**config.mk**
```make
export PLATFORM = sky130hd
export DESIGN_NAME = dac_chan_ctrl
export DESIGN_NICKNAME = d
export VERILOG_FILES = /design/src/rtl/dacc_pkg.sv /design/src/rtl/dacc_regs.sv /design/src/rtl/dacc_trig.sv /design/src/rtl/dacc_xfer.sv /design/src/rtl/dac_chan_ctrl.sv
export SDC_FILE = /design/constraint.sdc
export NUM_CORES = 1
export LEC_CHECK = 0
export BUFFER_PORTS_ARGS = -buffer_cell sky130_fd_sc_hd__clkbuf_2
export CAP_MARGIN = 20
export CORE_UTILIZATION = 44
export CTS_BUF_LIST = sky130_fd_sc_hd__clkbuf_8
export DETAILED_ROUTE_END_ITERATION = 8
export HOLD_SLACK_MARGIN = 0.12
export PLACE_DENSITY = 0.75
export SLEW_MARGIN = 20
export SYNTH_ARGS = -nofsm -noshare
export SYNTH_HDL_FRONTEND = slang
export SYNTH_SLANG_ARGS = --single-unit
```
**constraint.sdc**
```tcl
create_clock -name clk -period 1.5 [get_ports clk]
set_clock_uncertainty 0.05 [all_clocks]
set_input_delay 0.15 -clock clk [delete_from_list [all_inputs] [get_ports clk]]
set_output_delay 0.15 -clock clk [all_outputs]
set_load 0.1 [all_outputs]
```
**src/rtl/dacc_pkg.sv**
```systemverilog
package dacc_pkg;
    localparam int DATA_W    = 12;
    localparam int BUS_W     = 32;
    localparam int TSEL_W    = 4;
    localparam int WAVE_W    = 2;
    localparam int MAMP_W    = 4;
    localparam int NUM_EXT   = 15;
    localparam int EXT_DELAY = 3;

    typedef enum logic [1:0] {
        A_CTRL   = 2'd0,
        A_HOLD   = 2'd1,
        A_STROBE = 2'd2,
        A_STAT   = 2'd3
    } loc_e;

    // LSB first in bit order: en is bit 0, cen is the top bit
    typedef struct packed {
        logic              cen;
        logic              udrie;
        logic              dmaen;
        logic [MAMP_W-1:0] mamp;
        logic [WAVE_W-1:0] wave;
        logic [TSEL_W-1:0] tsel;
        logic              ten;
        logic              en;
    } ctrl_t;

    localparam int CTRL_W = $bits(ctrl_t);

    // New control value from a write; calibration bit locked while enabled
    function automatic ctrl_t ctrl_merge(input ctrl_t cur, input logic [BUS_W-1:0] wd);
        ctrl_t nxt;
        nxt = ctrl_t'(wd[CTRL_W-1:0]);
        if (cur.en) nxt.cen = cur.cen;
        return nxt;
    endfunction
endpackage

```
**src/rtl/dacc_regs.sv**
```systemverilog
module dacc_regs
    import dacc_pkg::*;
(
    input  logic             clk,
    input  logic             rst,
    input  logic             wr_ctrl,
    input  logic [BUS_W-1:0] wdata,
    output ctrl_t            ctrl
);
    ctrl_t ctrl_q;

    always_ff @(posedge clk) begin
        if (rst)          ctrl_q <= '0;
        else if (wr_ctrl) ctrl_q <= ctrl_merge(ctrl_q, wdata);
    end

    assign ctrl = ctrl_q;

    // control state is cleared by reset
    a_r1_ctrl_reset: assert property (@(posedge clk) rst |=> ctrl_q == '0);
    // calibration bit cannot move while the channel is enabled
    a_r7_cen_locked: assert property (@(posedge clk) disable iff (rst)
        ctrl_q.en |=> $stable(ctrl_q.cen));
endmodule

```
**src/rtl/dacc_trig.sv**
```systemverilog
module dacc_trig
    import dacc_pkg::*;
#(
    parameter int N_EXT = NUM_EXT,
    parameter int DELAY = EXT_DELAY
) (
    input  logic             clk,
    input  logic             rst,
    input  ctrl_t            ctrl,
    input  logic             strobe_wr,
    input  logic [N_EXT-1:0] ext_trig,
    output logic             trig_fire
);
    logic [N_EXT-1:0] prev_q;
    logic [N_EXT-1:0] rise_vec;
    logic             sel_rise;
    logic             sw_q;
    logic             ext_armed;
    logic             ext_out;

    assign rise_vec  = ext_trig & ~prev_q;
    assign ext_armed = ctrl.en && ctrl.ten && (ctrl.tsel != '0);

    always_comb begin
        sel_rise = 1'b0;
        for (int k = 1; k <= N_EXT; k++) begin
            if (ctrl.tsel == k[TSEL_W-1:0]) sel_rise = rise_vec[k-1];
        end
    end

    always_ff @(posedge clk) begin
        if (rst) begin
            prev_q <= '0;
            sw_q   <= 1'b0;
        end else begin
            prev_q <= ext_trig;
            sw_q   <= strobe_wr;   // one-shot, clears itself next cycle
        end
    end

    generate
        if (DELAY > 1) begin : g_pipe
            logic [DELAY-1:0] pipe_q;
            always_ff @(posedge clk) begin
                if (rst) pipe_q <= '0;
                else     pipe_q <= {pipe_q[DELAY-2:0], sel_rise && ext_armed};
            end
            assign ext_out = pipe_q[DELAY-1];
        end else begin : g_single
            logic stage_q;
            always_ff @(posedge clk) begin
                if (rst) stage_q <= 1'b0;
                else     stage_q <= sel_rise && ext_armed;
            end
            assign ext_out = stage_q;
        end
    endgenerate

    assign trig_fire = ctrl.en && ctrl.ten &&
                       ((ctrl.tsel == '0) ? sw_q : ext_out);

    // software strobe lasts a single cycle unless rewritten
    a_r4_strobe_pulse: assert property (@(posedge clk) disable iff (rst)
        (sw_q && !strobe_wr) |=> !sw_q);
endmodule

```
**src/rtl/dacc_xfer.sv**
```systemverilog
module dacc_xfer
    import dacc_pkg::*;
#(
    parameter int DW = DATA_W
) (
    input  logic          clk,
    input  logic          rst,
    input  ctrl_t         ctrl,
    input  logic          hold_wr,
    input  logic [DW-1:0] hold_din,
    input  logic          trig_fire,
    input  logic          dma_ack,
    input  logic          udr_clr,
    output logic [DW-1:0] hold_q,
    output logic [DW-1:0] dout,
    output logic          dma_req,
    output logic          udr
);
    logic load_pend_q;
    logic xfer;
    logic dma_evt;

    assign xfer    = ctrl.en && (ctrl.ten ? trig_fire : load_pend_q);
    assign dma_evt = trig_fire && ctrl.dmaen;

    always_ff @(posedge clk) begin
        if (rst) begin
            hold_q      <= '0;
            load_pend_q <= 1'b0;
            dout        <= '0;
        end else begin
            if (hold_wr) hold_q <= hold_din;
            load_pend_q <= hold_wr && !ctrl.ten;
            if (xfer) dout <= hold_q;
        end
    end

    always_ff @(posedge clk) begin
        if (rst) begin
            dma_req <= 1'b0;
            udr     <= 1'b0;
        end else begin
            if (dma_evt) begin
                dma_req <= 1'b1;
                if (dma_req && !dma_ack) udr <= 1'b1;
                else if (udr_clr)        udr <= 1'b0;
            end else begin
                if (dma_ack) dma_req <= 1'b0;
                if (udr_clr) udr     <= 1'b0;
            end
        end
    end

    // a disabled channel keeps its output
    a_r6_hold_when_off: assert property (@(posedge clk) disable iff (rst)
        !ctrl.en |=> $stable(dout));
    // acknowledge without a new event drops the request
    a_r8_ack_clears: assert property (@(posedge clk) disable iff (rst)
        (dma_req && dma_ack && !dma_evt) |=> !dma_req);
    // event on an unacknowledged request flags underrun
    a_r9_underrun_set: assert property (@(posedge clk) disable iff (rst)
        (dma_evt && dma_req && !dma_ack) |=> udr);
endmodule

```
**src/rtl/dac_chan_ctrl.sv**
```systemverilog
module dac_chan_ctrl
    import dacc_pkg::*;
#(
    parameter int DW    = DATA_W,
    parameter int N_EXT = NUM_EXT,
    parameter int DELAY = EXT_DELAY
) (
    input  logic             clk,
    input  logic             rst,
    input  logic             wr_en,
    input  logic [1:0]       addr,
    input  logic [BUS_W-1:0] wdata,
    output logic [BUS_W-1:0] rdata,
    input  logic [N_EXT-1:0] ext_trig,
    input  logic             dma_ack,
    output logic [DW-1:0]    dac_out,
    output logic             dma_req,
    output logic             udr_irq
);
    loc_e          loc;
    ctrl_t         ctrl;
    logic          trig_fire;
    logic [DW-1:0] hold_q;
    logic          udr;
    logic          wr_ctrl, wr_hold, wr_strobe, wr_stat;

    assign loc       = loc_e'(addr);
    assign wr_ctrl   = wr_en && (loc == A_CTRL);
    assign wr_hold   = wr_en && (loc == A_HOLD);
    assign wr_strobe = wr_en && (loc == A_STROBE) && wdata[0];
    assign wr_stat   = wr_en && (loc == A_STAT) && wdata[0];

    dacc_regs u_regs (
        .clk     (clk),
        .rst     (rst),
        .wr_ctrl (wr_ctrl),
        .wdata   (wdata),
        .ctrl    (ctrl)
    );

    dacc_trig #(.N_EXT(N_EXT), .DELAY(DELAY)) u_trig (
        .clk       (clk),
        .rst       (rst),
        .ctrl      (ctrl),
        .strobe_wr (wr_strobe),
        .ext_trig  (ext_trig),
        .trig_fire (trig_fire)
    );

    dacc_xfer #(.DW(DW)) u_xfer (
        .clk       (clk),
        .rst       (rst),
        .ctrl      (ctrl),
        .hold_wr   (wr_hold),
        .hold_din  (wdata[DW-1:0]),
        .trig_fire (trig_fire),
        .dma_ack   (dma_ack),
        .udr_clr   (wr_stat),
        .hold_q    (hold_q),
        .dout      (dac_out),
        .dma_req   (dma_req),
        .udr       (udr)
    );

    assign udr_irq = udr && ctrl.udrie;

    always_comb begin
        rdata = '0;
        case (loc)
            A_CTRL:   rdata[CTRL_W-1:0] = ctrl;
            A_HOLD:   rdata[DW-1:0]     = hold_q;
            A_STROBE: rdata             = '0;
            A_STAT:   rdata[1:0]        = {dma_req, udr};
            default:  rdata             = '0;
        endcase
    end

    // outputs idle right after reset
    a_r1_out_reset: assert property (@(posedge clk)
        rst |=> (dac_out == '0) && !dma_req);
    // untriggered write lands one cycle after its edge
    a_r3_untrig_load: assert property (@(posedge clk) disable iff (rst)
        (wr_hold && ctrl.en && !ctrl.ten) |=> ##1 (dac_out == $past(wdata[DW-1:0], 2)));
    // interrupt only with its enable
    a_r9_irq_gated: assert property (@(posedge clk) disable iff (rst)
        udr_irq |-> ctrl.udrie);
endmodule

```
== After elaboration in Yosys (flattened, before gate mapping) ==
Index checks and enable logic that the tools add are counted.
Word-level totals
  flip-flop bits (word level): 61
  bits in latches: 0
  RAM bits: 0
  ROM bits: 0
  bits of input ports: 53
  output and inout port bits: 46
  word-level logic and storage cells: 84
  memories kept: 0
Cells by class
  add/sub/neg operators: 0
  multipliers: 0
  div/mod/pow operators: 0
  order comparisons: 0
  equal/unequal tests: 18
  shift-type cells: 0
  mux-type cells: 25
  bitwise logic cells: 3
  reductions and logical operators: 22
Operators by type and width (count)
  $eq A4 B4 Y1 const B: 8
  $mux W1: 22
  $pmux W10 S2: 1
  $eq A4 B3 Y1 const B: 4
  $and A15 B15 Y15: 1
  $logic_and A1 B1 Y1: 15
  $not A15 Y15: 1
  $eq A4 B2 Y1 const B: 2
  $pmux W2 S4: 1
  $eq A2 B2 Y1 const B: 2
  $eq A4 B1 Y1 const B: 1
  $logic_not A4 Y1: 1
  $reduce_bool A4 Y1: 1
  $mux W3: 1
  $eq A2 B1 Y1 const B: 1
  $logic_not A1 Y1: 2
  $logic_not A2 Y1: 1
  $reduce_and A2 Y1: 1
  $reduce_bool A2 Y1: 1
  $not A1 Y1: 1

== Logic depth before layout (Yosys ltp) ==
  depth after elaboration: 18
  depth in mapped cells: 6

== Hierarchy ==
Synthesis repeated with hierarchy kept, for this count alone.
Unflattened totals
  cell total of the unflattened synthesis: 289
  area total of the unflattened synthesis: 2805.2 um^2
Modules (own cells, without submodules)
  dacc_xfer: instances 1, cells each 103, area each 1074.8 um^2, seq. area each 540.5 um^2
  dacc_trig: instances 1, cells each 76, area each 763.2 um^2, seq. area each 380.4 um^2
  dacc_regs: instances 1, cells each 50, area each 558.0 um^2, seq. area each 300.3 um^2
  dac_chan_ctrl: instances 1, cells each 60, area each 409.1 um^2, seq. area each 0.0 um^2

== Worst setup path before layout ==
OpenSTA, ideal clock, no wires.
  path kind: reg-to-output
  start: register u_xfer.dma_req
  end: output rdata[1]
  arrival time: 3.245 ns
  setup slack: -1.945 ns
  cell stages (with the launch flop): 3
  buffers on the path: 0
  cell sequence: dfxtp_1 mux2i_1 o21ai_0
Between the ends
  cells in the longest elaborated chain, start to end: 1
Ends and longest elaborated chain
  start, declared: line dacc_xfer.sv:16  | output logic dma_req,
  start signal, assigned: line dacc_xfer.sv:40  | dma_req <= 1'b0;
  start signal, assigned: line dacc_xfer.sv:44  | dma_req <= 1'b1;
  start signal, assigned: line dacc_xfer.sv:48  | if (dma_ack) dma_req <= 1'b0;
  $pmux W2 S4: line dac_chan_ctrl.sv:69  | case (loc)
  end, declared: line dac_chan_ctrl.sv:13  | output logic [BUS_W-1:0] rdata,
No other way between the ends.

== Worst setup path in the final report ==
  start: register u_regs.ctrl_q, in the netlist u_regs.ctrl[4]
  end: register u_xfer.udr
Between the ends
  cells in the longest elaborated chain, start to end: 5
Ends and longest elaborated chain
  start, declared: line dacc_regs.sv:10  | ctrl_t ctrl_q;
  start signal, assigned: line dacc_regs.sv:14  | else if (wr_ctrl) ctrl_q <= ctrl_merge(ctrl_q, wdata);
  $logic_not A4 Y1: line dacc_trig.sv:60  | ((ctrl.tsel == '0) ? sw_q : ext_out);
  $mux W1: line dacc_trig.sv:60
  $logic_and A1 B1 Y1: line dacc_trig.sv:59  | assign trig_fire = ctrl.en && ctrl.ten &&
  $logic_and A1 B1 Y1: line dacc_xfer.sv:24  | assign dma_evt = trig_fire && ctrl.dmaen;
  $mux W1: line dacc_xfer.sv:43  | if (dma_evt) begin
  end signal, assigned: line dacc_xfer.sv:41  | udr <= 1'b0;
  end signal, assigned: line dacc_xfer.sv:45  | if (dma_req && !dma_ack) udr <= 1'b1;
  end signal, assigned: line dacc_xfer.sv:46  | else if (udr_clr) udr <= 1'b0;
  end, declared: line dacc_xfer.sv:17  | output logic udr
No other way between the ends.
A chain may end at the register's enable or synchronous reset.

==> metrics.md <==
| Metric | Value |
|---|---|
| Min-delay worst type | `in2reg` |
| Number of buffers created by CTS | `9` |
| Antenna violations before repair | `0` |
| Iteration count of the initial detailed-routing pass | `4` |
| Async set or reset register ratio after synthesis | `0%` |
| Endpoints failing hold | `0` |
| Area share of the largest cell type after synthesis | `between 40% and 50%` |
| Largest cells by area after synthesis | `sky130_fd_sc_hd__dfxtp_1 (44%), sky130_fd_sc_hd__mux2i_1 (9.4%), sky130_fd_sc_hd__nand2_1 (7.7%)` |
| Area of the core | `approximately 6000 um2` |
| Maximum resistive drop on vdd | `0.849 mV` |
| Number of distinct library cells after synthesis | `37` |
| Setup crit end | `u_xfer.udr$_SDFF_PP0_` |
| Max Transition Viols Final | `0` |
| Last weighted congestion value of the routability-driven placer | `0.790` |
| DR iter-0 viols | `~110` |
| Clock sinks | `61` |
| Total met3 wirelength after detailed routing | `273 um` |
| Overflow left after global routing | `0` |
| Fraction of layout instances using a drive strength above 1 | `30.3%` |
| Outcome | `finished with violations` |
| Number of port buffers | `64` |
| Clk slew on worst S/H paths | `0.06 ns` |
| Buffer depth of the longest clock path | `2` |
| Clock latency of the later-clocked register in the worst-skew pair | `between 0.3 and 0.4 ns` |
| Aggregate negative setup slack | `-0.0456 ns` |
| Most common cell in the synthesized netlist | `sky130_fd_sc_hd__dfxtp_1` |
| Number of flops mapped to enable cells by yosys | `0` |
| Number of placed instances with taps included | `455` |
| Element type at the critical path end | `flip-flop` |
| Initial core utilization | `46.2%` |
| Fraction of the yosys area taken by sequential cells | `44.1%` |
| Clk Tree Root Cell | `sky130_fd_sc_hd__clkbuf_8` |
| Arr. time, crit path | `1.75 ns` |
| Commonest cells in the synthesized netlist | `sky130_fd_sc_hd__dfxtp_1 (61), sky130_fd_sc_hd__nand2_1 (57), sky130_fd_sc_hd__nand2b_1 (28)` |
| Data required time at the worst endpoint | `1.72 ns` |
| Worst path setup slack after routing | `-0.0307 ns` |
| Vias in the first global route | `about 2,500` |
| Violations in the final reports | `setup timing` |
| Syn. warnings | `0` |
| Critical Path Fanout Max | `2` |
| Vertical extent of the die | `81.3 um` |
| Wire length on met2 | `3.47 mm` |
| Setup slack of the worst register-to-register path | `-0.03 ns` |
| Top routing layer in use | `met4` |
| Die area | `approximately 6600 um2` |
| Post-route cell area | `between 4000 and 5000 um2` |
| Area added between synthesis and finish | `47.8%` |
| M1 WL | `2.90 mm` |
| CP Launch Point | `u_regs.ctrl[4]$_SDFFE_PP0P_` |
| Antenna cells | `0` |
| CP Launch Type | `flip-flop` |
| Wire length of the first global-routing pass | `10.8 mm` |
| Highest Clock Rate | `653 MHz` |
| Leakage power figure | `1.64 nW` |
| Number of nets in the finished design | `481` |
| Worst r2r path cells | `5` |
| Critical path type | `reg2reg` |
| Average instance area after synthesis | `8.68 um2` |
| Worst Max-Slew Pin Slew | `0.556 ns` |
| Setup Viol. Count Final | `2` |
| Reg-to-Reg End | `u_xfer.udr$_SDFF_PP0_` |
| WL final | `roughly 6.8 mm` |
| Unrepaired setup endpoints after global routing | `yes` |
| Wire length per cell | `13.3 um` |
| Row count | `28` |
| Total power per unit cell area | `930 nW/um2` |
| Period Utilization, post-route | `102%` |
| Overall routing resource usage | `21.8%` |
| Normalized max-slew margin | `63.1%` |
| Pin count of the biggest net entering global routing | `34` |
| Summed instance area of the synthesized netlist | `2770 um2` |
| Via-per-instance ratio | `4.84` |
| Overall power after layout | `around 3.8 mW` |
| Dominant synthesized flop cell | `sky130_fd_sc_hd__dfxtp_1` |
| Die Width | `81.3 um` |
| Cell type with the highest aggregate area in the netlist | `sky130_fd_sc_hd__dfxtp_1` |
| Total of flip-flops plus latches after synthesis | `61` |
| Antenna violation net count after detailed routing | `0` |
| TritonCTS clock tree | `done` |
| Cell area after placement | `roughly 3500 um2` |
| Final period demand of the worst path | `roughly 1.5 ns` |
| Count of max-cap constraint violations | `0` |
| Total via count in the routed design | `2,460` |
| Worst R2R Start | `u_regs.ctrl[4]$_SDFFE_PP0P_` |
| Non-filler instance count after layout | `508` |
| Residual DRC count | `0` |
| I/O pins | `99` |
| Total half-perimeter wirelength after legalization and detailed placement | `4.45 mm` |
| H-tree depth | `3` |
| Synthesized instance count | `319` |
## final cells by class
type | instances | area [um2]
Clock buffer | 10 | 138
Clock inverter | 6 | 63.8
Fill cell | 451 | 1900
Inverter | 3 | 11.3
Multi-Input combinational cell | 233 | 1470
Sequential cell | 61 | 1230
Tap cell | 75 | 93.8
Timing Repair Buffer | 120 | 1080
## cells in the final DEF (no fill, tap or decap), types with 3 or more instances in the layout
| master | Yosys | layout |
|---|---|---|
| sky130_fd_sc_hd__buf_12 | 0 | 16 |
| sky130_fd_sc_hd__or4bb_1 | 4 | 4 |
| sky130_fd_sc_hd__a21oi_1 | 27 | 27 |
| sky130_fd_sc_hd__dfxtp_1 | 61 | 55 |
| sky130_fd_sc_hd__buf_6 | 1 | 5 |
| sky130_fd_sc_hd__clkbuf_8 | 0 | 10 |
| sky130_fd_sc_hd__mux2i_4 | 0 | 3 |
| sky130_fd_sc_hd__dlygate4sd3_1 | 0 | 32 |
| sky130_fd_sc_hd__nor2_2 | 0 | 7 |
| sky130_fd_sc_hd__nor2_4 | 0 | 3 |
| sky130_fd_sc_hd__nand2b_1 | 28 | 28 |
| sky130_fd_sc_hd__and2_2 | 0 | 3 |
| sky130_fd_sc_hd__buf_4 | 18 | 18 |
| sky130_fd_sc_hd__nand2_1 | 57 | 57 |
| sky130_fd_sc_hd__nor2b_1 | 22 | 22 |
| sky130_fd_sc_hd__o21ai_0 | 5 | 3 |
| sky130_fd_sc_hd__clkbuf_2 | 0 | 48 |
| sky130_fd_sc_hd__conb_1 | 1 | 17 |
| sky130_fd_sc_hd__nor2_1 | 15 | 5 |
| sky130_fd_sc_hd__inv_1 | 3 | 4 |
| sky130_fd_sc_hd__dfxtp_2 | 0 | 4 |
| sky130_fd_sc_hd__nor3_1 | 3 | 3 |
| sky130_fd_sc_hd__or3_1 | 3 | 3 |
| sky130_fd_sc_hd__mux2i_1 | 26 | 23 |
## worst min path at each step
stage / from / endpoint / slack (ns) / depth (start not counted)
3_5_place_dp: ext_trig[7] / u_trig.prev_q[7]$_SDFF_PP0_ / 0.33 / 2
3_3_place_gp: ext_trig[6] / u_trig.prev_q[6]$_SDFF_PP0_ / 0.32 / 2
2_1_floorplan: ext_trig[0] / u_trig.prev_q[0]$_SDFF_PP0_ / 0.23 / 1
6_report: dma_ack / u_xfer.dma_req$_SDFFE_PP0P_ / 0.12 / 4
4_1_cts: dma_ack / u_xfer.dma_req$_SDFFE_PP0P_ / 0.12 / 4
5_1_grt: rst / u_trig.g_pipe.pipe_q[0]$_SDFF_PP0_ / 0.17 / 3
## critical path, stage by stage, from the launching register on
cell,delay [ns]
sky130_fd_sc_hd__dfxtp_2,0.34
sky130_fd_sc_hd__nor4_4,0.31
sky130_fd_sc_hd__mux2i_1,0.15
sky130_fd_sc_hd__buf_4,0.16
sky130_fd_sc_hd__or3_1,0.31
sky130_fd_sc_hd__a21oi_1,0.14
## registers in the layout (all words and copies together) (netlist names)
signal / count
u_regs.ctrl: 15
u_xfer.dout: 12
u_trig.sw_q: 1
u_xfer.dma_req: 1
u_xfer.load_pend_q: 1
u_trig.g_pipe.pipe_q: 3
u_xfer.hold_q: 12
u_trig.prev_q: 15
u_xfer.udr: 1
## repair_timing
action	CTS	global route
hold endpoints to repair	43	0
gates resized for setup	7	14
gates cloned	0	2
setup buffers	1	2
pin swaps	4	13
endpoints found under the setup margin	18	20
hold buffers	32	0
## metal layers
metal | up-vias | global-route usage [%]
met4 | 0 | 8.75
met5 | - | 0
met3 | 14 | 7.08
met1 | 1146 | 23.2
met2 | 57 | 39.4
li1 | 1243 | -
## kinds of logic (layout without fill, tap and decap cells)
family	count (synthesis)	in the layout	share of synthesized area (%)
and+or+nand+nor	149	149	28.8
AOI/OAI and AO/OA	40	40	8.14
buffers and inverters	41	139	8.54
other	1	17	0.135
muxes	27	27	10.2
DFF	61	61	44.1
## power breakdown
group	internal [mW]	total [mW]	switching, mW
clock	0.808	1.46	0.649
combinational	0.234	0.657	0.422
sequential	1.66	1.69	0.0277
total	2.71	3.81	1.10
## stage by stage
stage / setup slack (ns) / util (%) / hold WS (ns)
after global routing: -0.110 / 68.3 / 0.170
after CTS: -0.0831 / 66.9 / 0.120
after global placement: -0.0197 / 57.7 / 0.324
final: -0.0307 / 68.3 / 0.123
after floorplan: -0.219 / - / 0.228
after detailed placement: -0.0997 / 57.7 / 0.330
Note: power is estimated with default switching activity, not from simulation.
